## src/rtl/nsp_pkg.sv

```systemverilog
// Package: shared sizes and helpers for the non-secure privilege window.
// Assumes every controller has at most SLOT_W ports.
package nsp_pkg;
    localparam int SLOT_W    = 32;
    localparam int NUM_AHBX  = 4;
    localparam int NUM_APBI  = 2;
    localparam int NUM_APBX  = 4;
    localparam int NUM_SLOT  = NUM_AHBX + NUM_APBI + NUM_APBX;
    localparam int SLOT_IW   = $clog2(NUM_SLOT);
    localparam int FLAT_W    = NUM_SLOT * SLOT_W;
    localparam int BASE_APBI = NUM_AHBX;
    localparam int BASE_APBX = NUM_AHBX + NUM_APBI;

    // Port count of a slot, given the four configured counts.
    function automatic int slot_ports(input int s, input int ahbx, input int apb0,
                                      input int apb1, input int apbx);
        if (s < BASE_APBI)      return ahbx;
        else if (s == BASE_APBI) return apb0;
        else if (s < BASE_APBX) return apb1;
        else                    return apbx;
    endfunction

    // Mask with the low n bits set.
    function automatic logic [SLOT_W-1:0] port_mask(input int n);
        logic [SLOT_W-1:0] m;
        m = '0;
        for (int i = 0; i < SLOT_W; i++) begin
            if (i < n) m[i] = 1'b1;
        end
        return m;
    endfunction

    // Identification byte n of the window.
    function automatic logic [7:0] id_byte(input logic [3:0] n);
        case (n)
            4'd0:  return 8'h04;
            4'd4:  return 8'h53;
            4'd5:  return 8'hB8;
            4'd6:  return 8'h0B;
            4'd8:  return 8'h0D;
            4'd9:  return 8'hF0;
            4'd10: return 8'h05;
            4'd11: return 8'hB1;
            default: return 8'h00;
        endcase
    endfunction
endpackage

```

## src/rtl/nsp_addr_decode.sv

```systemverilog
// Address decoder: maps a window offset to a privilege slot or an ID byte.
// Assumes 12-bit byte offsets; writes must be word-sized and word-aligned.
module nsp_addr_decode
    import nsp_pkg::*;
(
    input  logic [11:0]        addr,
    input  logic [1:0]         size,
    output logic               slot_hit,
    output logic [SLOT_IW-1:0] slot_idx,
    output logic               id_hit,
    output logic [3:0]         id_idx,
    output logic               word_ok
);
    // Slot decode: bits [3:2] pick the instance inside each 16-byte group.
    always_comb begin
        slot_hit = 1'b0;
        slot_idx = '0;
        case (addr[11:4])
            8'h0A: begin
                slot_hit = 1'b1;
                slot_idx = SLOT_IW'(addr[3:2]);
            end
            8'h0B: begin
                slot_hit = ~addr[3];
                slot_idx = SLOT_IW'(BASE_APBI) + SLOT_IW'(addr[2]);
            end
            8'h0C: begin
                slot_hit = 1'b1;
                slot_idx = SLOT_IW'(BASE_APBX) + SLOT_IW'(addr[3:2]);
            end
            default: ;
        endcase
    end

    // ID decode: words 0xFD0..0xFFC map to bytes 0..11.
    always_comb begin
        id_hit = (addr[11:4] >= 8'hFD);
        id_idx = addr[5:2] - 4'd4;
    end

    // Only aligned full-word accesses may store.
    always_comb word_ok = (size == 2'd2) && (addr[1:0] == 2'b00);
endmodule

```

## src/rtl/nsp_word_bank.sv

```systemverilog
// Storage for the per-slot non-secure privilege words, each masked to its
// slot's port count. Assumes wr_en is asserted only for an addressed slot.
module nsp_word_bank
    import nsp_pkg::*;
#(
    parameter int AHBX_PORTS = 16,
    parameter int APB0_PORTS = 4,
    parameter int APB1_PORTS = 1,
    parameter int APBX_PORTS = 16
) (
    input  logic               clk,
    input  logic               rst_n,
    input  logic               wr_en,
    input  logic [SLOT_IW-1:0] wr_slot,
    input  logic [SLOT_W-1:0]  wr_data,
    output logic [FLAT_W-1:0]  nsp_flat
);
    for (genvar g = 0; g < NUM_SLOT; g++) begin : g_slot
        localparam int NP = slot_ports(g, AHBX_PORTS, APB0_PORTS, APB1_PORTS, APBX_PORTS);
        localparam logic [SLOT_W-1:0] MASK = port_mask(NP);
        logic [SLOT_W-1:0] word;

        // Hold the masked word; load on a write to this slot.
        always_ff @(posedge clk) begin
            if (!rst_n)
                word <= '0;
            else if (wr_en && (wr_slot == SLOT_IW'(g)))
                word <= wr_data & MASK;
        end

        assign nsp_flat[g*SLOT_W +: SLOT_W] = word;


        wr_store_chk: assert property (@(posedge clk) disable iff (!rst_n)
            (wr_en && (wr_slot == SLOT_IW'(g))) |=> (word == ($past(wr_data) & MASK)));
    end
endmodule

```

## src/rtl/nsp_perm_combine.sv

```systemverilog
// Per-port combiner: nonsec follows the security bit, and the permission
// picks the non-secure or secure privilege bit. Unused ports drive 0.
module nsp_perm_combine
    import nsp_pkg::*;
#(
    parameter int AHBX_PORTS = 16,
    parameter int APB0_PORTS = 4,
    parameter int APB1_PORTS = 1,
    parameter int APBX_PORTS = 16
) (
    input  logic              clk,
    input  logic              rst_n,
    input  logic [FLAT_W-1:0] ns_flat,
    input  logic [FLAT_W-1:0] sp_flat,
    input  logic [FLAT_W-1:0] nsp_flat,
    output logic [FLAT_W-1:0] nonsec_flat,
    output logic [FLAT_W-1:0] ap_flat
);
    for (genvar s = 0; s < NUM_SLOT; s++) begin : g_slot
        localparam int NP = slot_ports(s, AHBX_PORTS, APB0_PORTS, APB1_PORTS, APBX_PORTS);
        for (genvar p = 0; p < SLOT_W; p++) begin : g_port
            localparam int B = s*SLOT_W + p;
            if (p < NP) begin : g_live
                // Select the privilege source by the port's security bit.
                assign nonsec_flat[B] = ns_flat[B];
                assign ap_flat[B]     = ns_flat[B] ? nsp_flat[B] : sp_flat[B];
            end else begin : g_dead
                assign nonsec_flat[B] = 1'b0;
                assign ap_flat[B]     = 1'b0;
            end
        end
    end


    ap_hold_chk: assert property (@(posedge clk) disable iff (!rst_n)
        ($stable(ns_flat) && $stable(sp_flat) && $stable(nsp_flat)) |-> $stable(ap_flat));
endmodule

```

## src/rtl/nsp_window.sv

```systemverilog
// Top of the non-secure privilege window: decodes bus requests, stores
// privilege words, returns read data one cycle later and drives the
// per-port nonsec and permission outputs. Assumes bus fields are valid
// whenever bus_sel is high.
module nsp_window
    import nsp_pkg::*;
#(
    parameter int AHBX_PORTS = 16,
    parameter int APB0_PORTS = 4,
    parameter int APB1_PORTS = 1,
    parameter int APBX_PORTS = 16
) (
    input  logic              clk,
    input  logic              rst_n,
    input  logic              bus_sel,
    input  logic              bus_wr,
    input  logic [11:0]       bus_addr,
    input  logic [1:0]        bus_size,
    input  logic [31:0]       bus_wdata,
    output logic [31:0]       bus_rdata,
    output logic              bus_rvalid,
    input  logic [FLAT_W-1:0] sec_ns_words,
    input  logic [FLAT_W-1:0] sec_sp_words,
    output logic [FLAT_W-1:0] port_nonsec,
    output logic [FLAT_W-1:0] port_ap
);
    logic               slot_hit;
    logic [SLOT_IW-1:0] slot_idx;
    logic               id_hit;
    logic [3:0]         id_idx;
    logic               word_ok;
    logic               wr_en;
    logic [FLAT_W-1:0]  nsp_flat;
    logic [31:0]        word_val;
    logic [31:0]        lane_val;

    nsp_addr_decode u_dec (
        .addr     (bus_addr),
        .size     (bus_size),
        .slot_hit (slot_hit),
        .slot_idx (slot_idx),
        .id_hit   (id_hit),
        .id_idx   (id_idx),
        .word_ok  (word_ok)
    );

    // Store only aligned word writes that land on a privilege slot.
    always_comb wr_en = bus_sel && bus_wr && word_ok && slot_hit;

    nsp_word_bank #(
        .AHBX_PORTS (AHBX_PORTS),
        .APB0_PORTS (APB0_PORTS),
        .APB1_PORTS (APB1_PORTS),
        .APBX_PORTS (APBX_PORTS)
    ) u_bank (
        .clk      (clk),
        .rst_n    (rst_n),
        .wr_en    (wr_en),
        .wr_slot  (slot_idx),
        .wr_data  (bus_wdata),
        .nsp_flat (nsp_flat)
    );

    nsp_perm_combine #(
        .AHBX_PORTS (AHBX_PORTS),
        .APB0_PORTS (APB0_PORTS),
        .APB1_PORTS (APB1_PORTS),
        .APBX_PORTS (APBX_PORTS)
    ) u_comb (
        .clk         (clk),
        .rst_n       (rst_n),
        .ns_flat     (sec_ns_words),
        .sp_flat     (sec_sp_words),
        .nsp_flat    (nsp_flat),
        .nonsec_flat (port_nonsec),
        .ap_flat     (port_ap)
    );

    // Word-level read value: a slot word, an ID byte, or zero.
    always_comb begin
        if (slot_hit)
            word_val = nsp_flat[int'(slot_idx)*SLOT_W +: SLOT_W];
        else if (id_hit)
            word_val = {24'h0, id_byte(id_idx)};
        else
            word_val = '0;
    end

    // Byte-lane extraction for sub-word reads.
    always_comb begin
        case (bus_size)
            2'd0:    lane_val = (word_val >> {bus_addr[1:0], 3'b000}) & 32'h0000_00FF;
            2'd1:    lane_val = (word_val >> {bus_addr[1:0], 3'b000}) & 32'h0000_FFFF;
            default: lane_val = word_val;
        endcase
    end

    // Register the read response one cycle after the request.
    always_ff @(posedge clk) begin
        if (!rst_n) begin
            bus_rdata  <= '0;
            bus_rvalid <= 1'b0;
        end else if (bus_sel && !bus_wr) begin
            bus_rdata  <= lane_val;
            bus_rvalid <= 1'b1;
        end else begin
            bus_rdata  <= '0;
            bus_rvalid <= 1'b0;
        end
    end


    read_resp_chk: assert property (@(posedge clk) disable iff (!rst_n)
        (bus_sel && !bus_wr) |=> bus_rvalid);


    idle_resp_chk: assert property (@(posedge clk) disable iff (!rst_n)
        !(bus_sel && !bus_wr) |=> (!bus_rvalid && (bus_rdata == 32'h0)));


    sub_write_ignored_chk: assert property (@(posedge clk) disable iff (!rst_n)
        (bus_sel && bus_wr && (bus_size != 2'd2)) |=> $stable(nsp_flat));


    zero_word_chk: assert property (@(posedge clk) disable iff (!rst_n)
        (bus_sel && !bus_wr && (bus_addr == 12'h090) && (bus_size == 2'd2)) |=> (bus_rdata == 32'h0));


    id_word_chk: assert property (@(posedge clk) disable iff (!rst_n)
        (bus_sel && !bus_wr && (bus_addr == 12'hFE0) && (bus_size == 2'd2)) |=> (bus_rdata == 32'h53));
endmodule

```

## config.mk

```make
export PLATFORM = sky130hd
export DESIGN_NAME = nsp_window
export DESIGN_NICKNAME = d
export VERILOG_FILES = /design/src/rtl/nsp_pkg.sv /design/src/rtl/nsp_addr_decode.sv /design/src/rtl/nsp_word_bank.sv /design/src/rtl/nsp_perm_combine.sv /design/src/rtl/nsp_window.sv
export SDC_FILE = /design/constraint.sdc
export NUM_CORES = 1
export LEC_CHECK = 0
export ABC_AREA = 0
export ABC_CLOCK_PERIOD_IN_PS = 6700
export BUFFER_PORTS_ARGS = -buffer_cell sky130_fd_sc_hd__clkbuf_2
export CAP_MARGIN = 20
export CORE_AREA = 2 2 530 532
export DETAILED_ROUTE_END_ITERATION = 16
export DIE_AREA = 0 0 532 534
export GPL_ROUTABILITY_DRIVEN = 0
export SLEW_MARGIN = 10
export SYNTH_ARGS = -nofsm -noshare
export SYNTH_HDL_FRONTEND = slang
export SYNTH_SLANG_ARGS = --single-unit
```

## constraint.sdc

```tcl
create_clock -name clk -period 6.7 [get_ports clk]
set_clock_uncertainty 0.15 [all_clocks]
set_input_delay 1.005 -clock clk [delete_from_list [all_inputs] [get_ports clk]]
set_output_delay 1.005 -clock clk [all_outputs]
set_load 0.02 [all_outputs]
```

; ---- Word level (Yosys, flattened, before mapping)
; Memories as Yosys holds them, arrays and structs flattened.
; Index checks and enable logic that the tools add are counted.
[word_totals]
reg_bits = 166
latch_bits = 0
ramBits = 0
romBits = 128
output_inout_bits = 673
elab_cells = 194
mem_count = 1
[op_classes]
add_sub_neg = 3
multipliers = 0
n_div = 0
order_cmp = 1
eq_ne = 14
n_shift = 2
muxes = 139
n_bitwise = 1
n_reduce_logical = 21
[memory_table]
columns = name, words, word_bits, read_ports, rd_clocked_by_memory_dff, wr, line_no
row1 = (no name shown), 16, 8, 1, 0, 0, nsp_pkg.sv:35  ; case (n)
[op_table]
columns = op, count
row1 = $shiftx 320x10->32, 1
row2 = $mux 1, 134
row3 = $pmux 32 s2, 1
row4 = $mux 32, 1
row5 = $shr 32x5->16, 1
row6 = $eq 8x4->1 const B, 3
row7 = $eq 4x3->1 const B, 4
row8 = $logic_and 1x1->1, 15
row9 = $pmux 4 s3, 1
row10 = $eq 4x2->1 const B, 2
row11 = $eq 4x4->1 const B, 2
row12 = $ge 8x8->1 const B, 1
row13 = $mux 8, 1
row14 = $add 3x1->4 const A, 1
row15 = $add 3x2->4 const A, 1
row16 = $eq 4x1->1 const B, 1
row17 = $logic_not 2->1, 2
row18 = $logic_not 4->1, 1
row19 = $sub 4x3->4 const B, 1
row20 = $eq 2x1->1 const B, 1
row21 = $eq 2x2->1 const B, 1
row22 = $pmux 1 s2, 1
row23 = $reduce_and 2->1, 1
row24 = $reduce_or 2->1, 1
row25 = other kinds (2), 2

; ---- Longest topological paths before layout
; Gate-level depths: netlist of the first run.
[depth]
depth_word = 6
mapped_depth = 11
depth_no_buf = 9

; ---- By module
; From an unflattened synthesis of the first run, not the netlist that was laid out.
[unflattened]
hier_cells = 1834
hier_area_um2 = 16898.7
[by_module_without_submodules]
columns = module, n_inst, cells_per_inst, area_per_inst_um2, seq_area_each_um2
row1 = nsp_word_bank, 1, 649, 6267.3, 2662.6
row2 = nsp_perm_combine, 1, 641, 5806.8, 0.0
row3 = nsp_window, 1, 514, 4616.9, 660.6
row4 = nsp_addr_decode, 1, 30, 207.7, 0.0

; ---- Worst setup path after synthesis of the first run
; OpenSTA, ideal clock, no wires.
[synth_timing]
kind = in2reg
from = input port bus_addr[4]
to = register bus_rdata[2]
arrival_ns = 2.921
required_time_ns = 6.475
slack_ns = 3.554
stages = 11
path_buffers = 2
path_cell_list = inv_1 > ha_1 > o31a_1 > nand4_2 > buf_6 > buf_4 > nand2_1 > a31o_2 > a311oi_1 > a2bb2oi_1 > o22ai_1
[synth_via]
elab_chain_len = 6
elab_cells_between_ends = 14
[synth_lines]
columns = item, line_no
row1 = "start, declared", nsp_window.sv:17  ; input logic [11:0] bus_addr,
row2 = $eq 8x4->1 / $sub 4x3->4 (equally long branches), "nsp_addr_decode.sv:18, nsp_addr_decode.sv:38"
row3 = $pmux 4 s3 (tied with other cells), nsp_addr_decode.sv:18  ; case (addr[11:4])
row4 = $shiftx 320x10->32 (tied with other cells), nsp_window.sv:82  ; word_val = nsp_flat[int'(slot_idx)*SLOT_W +: SLOT_W];
row5 = $mux 32 *, nsp_window.sv:81  ; if (slot_hit)
row6 = $shr 32x5->16, nsp_window.sv:93  ; 2'd1: lane_val = (word_val >> {bus_addr[1:0], 3'b000}) & 32'h0000_FFFF;
row7 = $pmux 32 s2 *, nsp_window.sv:91  ; case (bus_size)
row8 = "end signal, assigned", nsp_window.sv:104  ; bus_rdata <= lane_val;
row9 = "end, declared", nsp_window.sv:20  ; output logic [31:0] bus_rdata,
; Mark *: on every way between the ends. The rest lies on a longest branch, timed or not.
; A chain may end at the register's enable or synchronous reset.

; ---- Worst setup path after layout of the first run
[layout_timing]
from = input port bus_addr[7]
to = register bus_rdata[2]
[layout_via]
elab_chain_len = 6
elab_cells_between_ends = 12
[layout_lines]
columns = item, line_no
row1 = $eq 8x4->1, nsp_addr_decode.sv:18
row2 = $pmux 4 s3 / $reduce_or 2->1 (equally long branches), --
row3 = $shiftx 320x10->32 / $pmux 1 s2 (equally long branches), "nsp_window.sv:82, nsp_addr_decode.sv:18"
row4 = $mux 32 *, nsp_window.sv:81
row5 = $shr 32x5->16, nsp_window.sv:93
row6 = $pmux 32 s2 *, nsp_window.sv:91
; Marks and branches as above.

==> results of run 1 <==
-- cells in the final DEF, fill, tap and decap left out, types with 27 or more instances in the layout --
cell type and count:
a21boi_0 39, buf_4 27, clkbuf_2 581, conb_1 390
dfxtp_1 150, diode_2 37, mux2_2 133, mux2i_1 134
nand2_1 151, nor2b_1 101
-- worst max-delay path, delay by kind of cell --
family | cells | cell delay (ns)
buf+inv | 2 | 0.48
simple gates | 2 | 1.26
compound gates | 4 | 1.15
mux | 1 | 0.53
-- through the flow --
stage | std cells | hold slack, ns
after floorplan | 1865 | 0.2999
after global placement | 5608 | 0.3187
after detailed placement | 5608 | 0.3232
after CTS | 5640 | 0.3333
after global routing | 5646 | 0.3710
final | 5677 | 0.3370
-- routing by layer --
layer	part of all wire [%]	GRT usage [%]	vias up
li1	-	-	4933
met1	35	9.745	5239
met2	47	15.90	944
met3	14	5.952	314
met4	3.2	2.733	190
met5	0.86	0	-
-- state kept, by name, indices dropped and copies added, names as in the netlist --
signal              flops
bus_rvalid              1
bus_rdata              16
u_bank.g_slot.word    133
-- worst max path at each step --
stage,cells after the start,endpoint,start
2_1_floorplan,11,bus_rdata[2]$_SDFF_PN0_,bus_addr[4]
3_3_place_gp,9,bus_rdata[2]$_SDFF_PN0_,bus_addr[7]
3_5_place_dp,9,bus_rdata[2]$_SDFF_PN0_,bus_addr[7]
4_1_cts,9,bus_rdata[2]$_SDFF_PN0_,bus_addr[7]
5_1_grt,9,bus_rdata[2]$_SDFF_PN0_,bus_addr[7]
6_report,9,bus_rdata[2]$_SDFF_PN0_,bus_addr[7]
-- where the power goes --
| part | total (mW) | switching [mW] | internal, mW |
|---|---|---|---|
| combinational | 0.776 | 0.596 | 0.180 |
| sequential | 0.891 | 0.000125 | 0.891 |
| clock | 1.01 | 0.482 | 0.532 |
-- cell type report --
| class | instances | area [µm²] | share of cell area, % |
|---|---|---|---|
| Sequential cell | 150 | 3003 | 16.22 |
| Clock inverter | 14 | 141.4 | 0.7639 |
| Antenna cell | 37 | 92.59 | 0.5002 |
| Multi-Input combinational cell | 1121 | 7044 | 38.06 |
| Tap cell | 3724 | 4659 | 25.17 |
| Timing Repair Buffer | 608 | 3110 | 16.81 |
| Clock buffer | 18 | 439.2 | 2.373 |
| Inverter | 5 | 18.77 | 0.1014 |
-- logic make-up after synthesis --
group           after synthesis
compound gates              126
fa+ha+maj                     8
buf+inv                     594
flops                       150
mux                         267
other cells                   1
simple gates                330
==> flow_results.xml, run 1 <==
<?xml version="1.0" encoding="UTF-8"?>
<metrics>
  <group name="clock_tree">
    <metric name="clk_pin_slew" unit="ns">0.08</metric>
    <metric name="total_clock_sinks" unit="">150</metric>
    <metric name="tritoncts_clock_tree" unit="">done</metric>
    <metric name="cts_root_buffer" unit="">clkbuf_16</metric>
    <metric name="clock_latency" unit="ns">0.47</metric>
    <metric name="numCtsBuffers" unit="">17</metric>
    <metric name="ctsHtreeMaxLevel" unit="">4</metric>
    <metric name="cts_buffer_depth" unit="">2</metric>
    <metric name="post_cts_resize_count" unit="">0</metric>
    <metric name="cts_post_setup_buffers_inserted" unit="">0</metric>
    <metric name="hold_buffers" unit="">0</metric>
  </group>
  <group name="finish">
    <metric name="final_layout_size_suffix_gt1_share" unit="%">41.23</metric>
    <metric name="n_fill_cell" unit="">32840</metric>
    <metric name="areaGrowthSynthToFinish" unit="%">43.71</metric>
    <metric name="core_utilization_of_the_finished_layout" unit="%">6.648</metric>
    <metric name="final_net_count" unit="">2601</metric>
    <metric name="fin_area" unit="µm²">18510</metric>
  </group>
  <group name="placed_design">
    <metric name="dp_worst_setup_slack" unit="ns">1.838</metric>
    <metric name="detailed_place_hpwl" unit="mm">130.2</metric>
    <metric name="placed_area" unit="µm²">17840</metric>
    <metric name="buffer_ports.inserted" unit="">582</metric>
  </group>
  <group name="logic_synthesis">
    <metric name="share_of_the_synthesized_netlist_area_taken_by_xor_and_xnor_gates" unit="%">0</metric>
    <metric name="post_synthesis_compound_gate_area_fraction" unit="%">7.111</metric>
    <metric name="yosys.area_share.adder" unit="%">0.7772</metric>
    <metric name="synth_largest_type_area_fraction" unit="%">30.78</metric>
    <metric name="synth-simple-area-share" unit="%">13.32</metric>
    <metric name="post_synth.cell_area_avg" unit="µm²">8.726</metric>
    <metric name="yosysWarnings" unit="">0</metric>
    <metric name="synth-seq-cells" unit="">150</metric>
    <metric name="count_of_flip_flops_with_a_built_in_enable_after_synthesis" unit="">0</metric>
    <metric name="synth_ff_type" unit="">dfxtp_1</metric>
    <metric name="synthesis.instances" unit="">1476</metric>
    <metric name="synth_area" unit="µm²">12880</metric>
    <metric name="synth_top_family_by_area" unit="">buffers and inverters</metric>
    <metric name="yosysUniqueCellTypes" unit="">59</metric>
    <metric name="ys_seq_area_share" unit="%">23.31</metric>
    <metric name="most_common_cell_in_the_netlist" unit="">buf_4</metric>
    <metric name="postSynth.asyncResetShare" unit="%">0</metric>
    <metric name="synth.mux.area_fraction" unit="%">22.04</metric>
    <metric name="netlist_top_cells_count" unit="">528 x buf_4, 151 x nand2_1, 150 x dfxtp_1</metric>
    <metric name="netlist_top_cells_area" unit="">buf_4 31%, dfxtp_1 23%, mux2_2 12%</metric>
    <metric name="yosysTopAreaCell" unit="">buf_4</metric>
  </group>
  <group name="routing">
    <metric name="drt_first_pass_iters" unit="">4</metric>
    <metric name="drt_iter0_markers" unit="">577</metric>
    <metric name="antenna_left" unit="">0</metric>
    <metric name="route.detailed.vias_per_inst" unit="">2.047</metric>
    <metric name="routed_wire_length_per_instance" unit="µm">24.65</metric>
    <metric name="drt-total-wl" unit="mm">139.9</metric>
    <metric name="post-route-drc-count" unit="">0</metric>
    <metric name="route.vias.total" unit="">11620</metric>
  </group>
  <group name="global_routing">
    <metric name="grt_max_degree" unit="">86</metric>
    <metric name="first_global_vias" unit="">9654</metric>
    <metric name="grt.overflow.total" unit="">0</metric>
    <metric name="gr-usage-all-layers" unit="%">9.483</metric>
    <metric name="initial_antenna_violation_count" unit="">210</metric>
    <metric name="grt_pass1_wl" unit="mm">160.4</metric>
  </group>
  <group name="die">
    <metric name="fp.dieH" unit="µm">534</metric>
    <metric name="initial_utilization" unit="%">4.626</metric>
    <metric name="core_region" unit="µm²">278400</metric>
    <metric name="rows" unit="">194</metric>
    <metric name="floorplan.die.width" unit="µm">532</metric>
    <metric name="num_io_pins" unit="">1363</metric>
    <metric name="die-area" unit="µm²">284100</metric>
  </group>
  <group name="sta">
    <metric name="fmax" unit="GHz">0.2332</metric>
    <metric name="final_min_period_over_clock_period" unit="%">64.00</metric>
    <metric name="totalNegativeSetupSlack" unit="ns">0</metric>
    <metric name="post-route-min-period" unit="ns">4.288</metric>
    <metric name="rsz0062_at_grt" unit="">no</metric>
    <metric name="maxSlewViolCount" unit="">0</metric>
    <metric name="final_hold_violating_endpoints" unit="">0</metric>
    <metric name="finalSetupViolations" unit="">0</metric>
    <metric name="tightestPinTransition" unit="ns">1.148</metric>
    <metric name="slew-limit-headroom" unit="%">23.50</metric>
    <metric name="setup_ws" unit="ns">2.412</metric>
  </group>
  <group name="power_and_ir_drop">
    <metric name="leakagePower" unit="nW">7.126</metric>
    <metric name="power-per-cell-area" unit="nW/µm²">144.9</metric>
    <metric name="post-layout-total-power" unit="mW">2.682</metric>
    <metric name="ir_drop" unit="mV">0.1845</metric>
  </group>
  <group name="worst_setup_path">
    <metric name="path_max_fanout" unit="">13</metric>
    <metric name="timing.critical_path.to_type" unit="">flip-flop</metric>
    <metric name="r2r-start" unit="">u_bank.g_slot[0].word[8]$_SDFFE_PN0P_</metric>
    <metric name="timing.reg2reg.setup_slack" unit="ns">4.21</metric>
    <metric name="cp_data_required_time" unit="ns">6.87</metric>
    <metric name="regToRegEndpoint" unit="">bus_rdata[0]$_SDFF_PN0_</metric>
    <metric name="cp.arrival" unit="ns">4.46</metric>
    <metric name="reg2regPathDepth" unit="">5</metric>
    <metric name="timing.critical_path.from_type" unit="">input pin</metric>
    <metric name="slowest_stage" unit="">nor2b_1</metric>
    <metric name="slowest_delay" unit="ns">0.66</metric>
    <metric name="crit_type" unit="">input pin to flip-flop</metric>
    <metric name="crit_path_cell_trace" unit="">clkbuf_2 -&gt; nor2b_1 -&gt; nand4_4 -&gt; buf_4 -&gt; mux2i_1 -&gt; o21ai_0 -&gt; a41oi_1 -&gt; a2bb2oi_1 -&gt; o22ai_1</metric>
  </group>
  <group name="run_status">
    <metric name="result_of_the_run" unit="">complete, no violations</metric>
  </group>
  <group name="hold_path">
    <metric name="hold_class" unit="">flip-flop to flip-flop</metric>
    <metric name="worstHoldEndpoint" unit="">u_bank.g_slot[9].word[7]$_SDFFE_PN0P_</metric>
    <metric name="timing.hold.worst.start" unit="">u_bank.g_slot[9].word[7]$_SDFFE_PN0P_</metric>
    <metric name="min_delay_path_depth" unit="">2</metric>
  </group>
  <group name="flow_run">
    <metric name="max_cap_violations" unit="">0</metric>
  </group>
</metrics>
(Power assumes the default switching activity.)
==> run 2, diff against run 1 <==
--- a/config.mk
+++ b/config.mk
@@ -5,13 +5,13 @@
 export SDC_FILE = /design/constraint.sdc
 export NUM_CORES = 1
 export LEC_CHECK = 0
-export ABC_AREA = 0
-export ABC_CLOCK_PERIOD_IN_PS = 6700
+export ABC_AREA = 1
+export ABC_CLOCK_PERIOD_IN_PS = 4300
 export BUFFER_PORTS_ARGS = -buffer_cell sky130_fd_sc_hd__clkbuf_2
 export CAP_MARGIN = 20
-export CORE_AREA = 2 2 530 532
+export CORE_AREA = 2 2 528 530
 export DETAILED_ROUTE_END_ITERATION = 16
-export DIE_AREA = 0 0 532 534
+export DIE_AREA = 0 0 530 532
 export GPL_ROUTABILITY_DRIVEN = 0
 export SLEW_MARGIN = 10
 export SYNTH_ARGS = -nofsm -noshare
==> constraint.sdc (replaced) <==
create_clock -name clk -period 4.3 [get_ports clk]
set_clock_uncertainty 0.15 [all_clocks]
set_input_delay 0.645 -clock clk [delete_from_list [all_inputs] [get_ports clk]]
set_output_delay 0.645 -clock clk [all_outputs]
set_load 0.02 [all_outputs]
==> flow_results.xml, run 2 <==
<?xml version="1.0" encoding="UTF-8"?>
<metrics>
  <group name="logic_synthesis">
    <metric name="synth_largest_type_area_fraction" unit="%">31.68</metric>
    <metric name="ys_seq_area_share" unit="%">24.04</metric>
    <metric name="synthesis.instances" unit="">1767</metric>
    <metric name="netlist_top_cells_area" unit="">buf_4 32%, dfxtp_1 24%, nand2_1 7.0%</metric>
    <metric name="synth_ff_type" unit="">dfxtp_1</metric>
    <metric name="yosysTopAreaCell" unit="">buf_4</metric>
    <metric name="synth-seq-cells" unit="">150</metric>
    <metric name="yosysUniqueCellTypes" unit="">36</metric>
    <metric name="count_of_flip_flops_with_a_built_in_enable_after_synthesis" unit="">0</metric>
    <metric name="synth_area" unit="µm²">12490</metric>
    <metric name="netlist_top_cells_count" unit="">527 x buf_4, 232 x nand2_1, 161 x nor2_1</metric>
    <metric name="most_common_cell_in_the_netlist" unit="">buf_4</metric>
    <metric name="postSynth.asyncResetShare" unit="%">0</metric>
    <metric name="yosysWarnings" unit="">0</metric>
    <metric name="post_synth.cell_area_avg" unit="µm²">7.068</metric>
  </group>
  <group name="clock_tree">
    <metric name="cts_buffer_depth" unit="">2</metric>
    <metric name="tritoncts_clock_tree" unit="">done</metric>
    <metric name="clock_latency" unit="ns">0.52</metric>
    <metric name="ctsHtreeMaxLevel" unit="">4</metric>
    <metric name="cts_root_buffer" unit="">clkbuf_16</metric>
    <metric name="numCtsBuffers" unit="">17</metric>
    <metric name="total_clock_sinks" unit="">150</metric>
    <metric name="clk_pin_slew" unit="ns">0.07</metric>
    <metric name="cts_post_setup_buffers_inserted" unit="">0</metric>
    <metric name="hold_buffers" unit="">0</metric>
    <metric name="post_cts_resize_count" unit="">0</metric>
  </group>
  <group name="die">
    <metric name="rows" unit="">193</metric>
    <metric name="core_region" unit="µm²">275800</metric>
    <metric name="die-area" unit="µm²">282000</metric>
    <metric name="num_io_pins" unit="">1363</metric>
    <metric name="floorplan.die.width" unit="µm">530</metric>
    <metric name="fp.dieH" unit="µm">532</metric>
    <metric name="initial_utilization" unit="%">4.529</metric>
  </group>
  <group name="routing">
    <metric name="drt-total-wl" unit="mm">137.4</metric>
    <metric name="top_signal_layer_used" unit="">met5</metric>
    <metric name="drt_iter0_markers" unit="">782</metric>
    <metric name="detail_route.wirelength.met1" unit="mm">49.67</metric>
    <metric name="post-route-drc-count" unit="">0</metric>
    <metric name="route.vias.total" unit="">12810</metric>
    <metric name="route.detailed.vias_per_inst" unit="">2.148</metric>
    <metric name="met3WireLength" unit="mm">20.07</metric>
    <metric name="met2RoutedLength" unit="mm">62.69</metric>
    <metric name="drt_first_pass_iters" unit="">5</metric>
    <metric name="antenna_left" unit="">0</metric>
    <metric name="routed_wire_length_per_instance" unit="µm">23.05</metric>
  </group>
  <group name="sta">
    <metric name="maxSlewViolCount" unit="">0</metric>
    <metric name="slew-limit-headroom" unit="%">31.44</metric>
    <metric name="final_min_period_over_clock_period" unit="%">82.02</metric>
    <metric name="rsz0062_at_grt" unit="">no</metric>
    <metric name="final_hold_violating_endpoints" unit="">0</metric>
    <metric name="tightestPinTransition" unit="ns">1.028</metric>
    <metric name="fmax" unit="GHz">0.2836</metric>
    <metric name="setup_ws" unit="ns">0.7733</metric>
    <metric name="finalSetupViolations" unit="">0</metric>
    <metric name="post-route-min-period" unit="ns">3.527</metric>
    <metric name="totalNegativeSetupSlack" unit="ns">0</metric>
  </group>
  <group name="placed_design">
    <metric name="buffer_ports.inserted" unit="">582</metric>
    <metric name="detailed_place_hpwl" unit="mm">127.6</metric>
    <metric name="dp_worst_setup_slack" unit="ns">0.2190</metric>
  </group>
  <group name="power_and_ir_drop">
    <metric name="power-per-cell-area" unit="nW/µm²">231.2</metric>
    <metric name="post-layout-total-power" unit="mW">4.243</metric>
    <metric name="ir_drop" unit="mV">0.3545</metric>
    <metric name="leakagePower" unit="nW">7.374</metric>
  </group>
  <group name="worst_setup_path">
    <metric name="timing.critical_path.from_type" unit="">input pin</metric>
    <metric name="path_max_fanout" unit="">23</metric>
    <metric name="cp_data_required_time" unit="ns">4.58</metric>
    <metric name="timing.critical_path.to_type" unit="">flip-flop</metric>
    <metric name="crit_type" unit="">input pin to flip-flop</metric>
    <metric name="cp.arrival" unit="ns">3.81</metric>
  </group>
  <group name="hold_path">
    <metric name="hold_class" unit="">input pin to flip-flop</metric>
  </group>
  <group name="finish">
    <metric name="areaGrowthSynthToFinish" unit="%">46.95</metric>
    <metric name="mostFrequentLayoutCell" unit="">clkbuf_2</metric>
    <metric name="n_fill_cell" unit="">32750</metric>
    <metric name="final_net_count" unit="">2907</metric>
    <metric name="final_layout_size_suffix_gt1_share" unit="%">33.77</metric>
    <metric name="layout.cells.most_common_list" unit="">582 x clkbuf_2, 390 x conb_1, 231 x nand2_1, 161 x nor2_1, 151 x a21oi_1</metric>
    <metric name="biggestRegsByFlops" unit="">u_bank.g_slot.word (133), bus_rdata (16), bus_rvalid (1)</metric>
    <metric name="register_with_the_most_flip_flops" unit="">u_bank.g_slot.word</metric>
    <metric name="largest_reg_flops" unit="">133</metric>
  </group>
  <group name="flow_run">
    <metric name="max_cap_violations" unit="">0</metric>
  </group>
  <group name="global_routing">
    <metric name="grt_pass1_wl" unit="mm">158.2</metric>
    <metric name="initial_antenna_violation_count" unit="">192</metric>
    <metric name="grt.overflow.total" unit="">0</metric>
    <metric name="gr-usage-all-layers" unit="%">9.400</metric>
    <metric name="grt_max_degree" unit="">44</metric>
    <metric name="first_global_vias" unit="">10600</metric>
  </group>
  <group name="run_status">
    <metric name="result_of_the_run" unit="">complete, no violations</metric>
  </group>
</metrics>
==> run 2: layout make-up <==
cell class                      count  area (µm²)  area share, %
Multi-Input combinational cell   1295        6271          34.17
Clock buffer                       18       429.2          2.338
Sequential cell                   150        3003          16.36
Timing Repair Buffer              623        3321          18.09
Antenna cell                       35       87.58         0.4772
Tap cell                         3705        4636          25.26
Inverter                          122       457.9          2.495
Clock inverter                     13       148.9         0.8112
==> run 2: power by group <==
group	switching (mW)	internal [mW]
sequential	0.000262	1.39
clock	0.748	0.855
combinational	0.993	0.257
==> run 2: routing by layer <==
metal,up-vias,track usage [%]
met5,-,0
met4,180,2.590
met3,270,6.158
met2,972,15.31
met1,5606,9.859
li1,5779,-
==> run 2: worst paths after layout <==
check,cells after the start,end,from,slack [ns]
worst min register to register,2,u_bank.g_slot[2].word[2]$_SDFFE_PN0P_,u_bank.g_slot[2].word[2]$_SDFFE_PN0P_,0.34
worst max-delay path,16,bus_rdata[3]$_SDFF_PN0_,bus_addr[4],0.77
worst max register to register,8,bus_rdata[1]$_SDFF_PN0_,u_bank.g_slot[8].word[1]$_SDFFE_PN0P_,2.17
worst min-delay path,3,u_bank.g_slot[8].word[14]$_SDFFE_PN0P_,bus_wdata[14],0.29
==> run 2: per-stage QoR <==
step	hold WS (ns)	instances	area, µm²	util (%)
after detailed placement	0.3311	5895	17690	6.414
final	0.2881	5961	18350	6.655
after CTS	0.2299	5926	18270	6.624
after global routing	0.2737	5938	18300	6.635
after floorplan	0.2946	2156	13950	-
after global placement	0.3267	5895	17690	6.414
==> run 2: kinds of logic after synthesis <==
logic type / share of synthesized area (%)
AOI/OAI and AO/OA: 14.61
adders and majority gates: 0.8015
buffers and inverters: 37.69
DFF: 24.04
muxes: 5.770
other: 0.03003
and+or+nand+nor: 17.06
==> run 2: worst max-delay path: stages <==
cell	delay (ns)
clkbuf_2	0.16
inv_1	0.20
ha_1	0.21
nand3_1	0.19
nor2_1	0.34
nand2_1	0.20
nand2_2	0.22
inv_2	0.19
buf_12	0.21
nand2_1	0.12
nand2_1	0.24
a21oi_1	0.22
nand2_1	0.24
nand3_1	0.14
nand2_1	0.06
a21oi_1	0.15
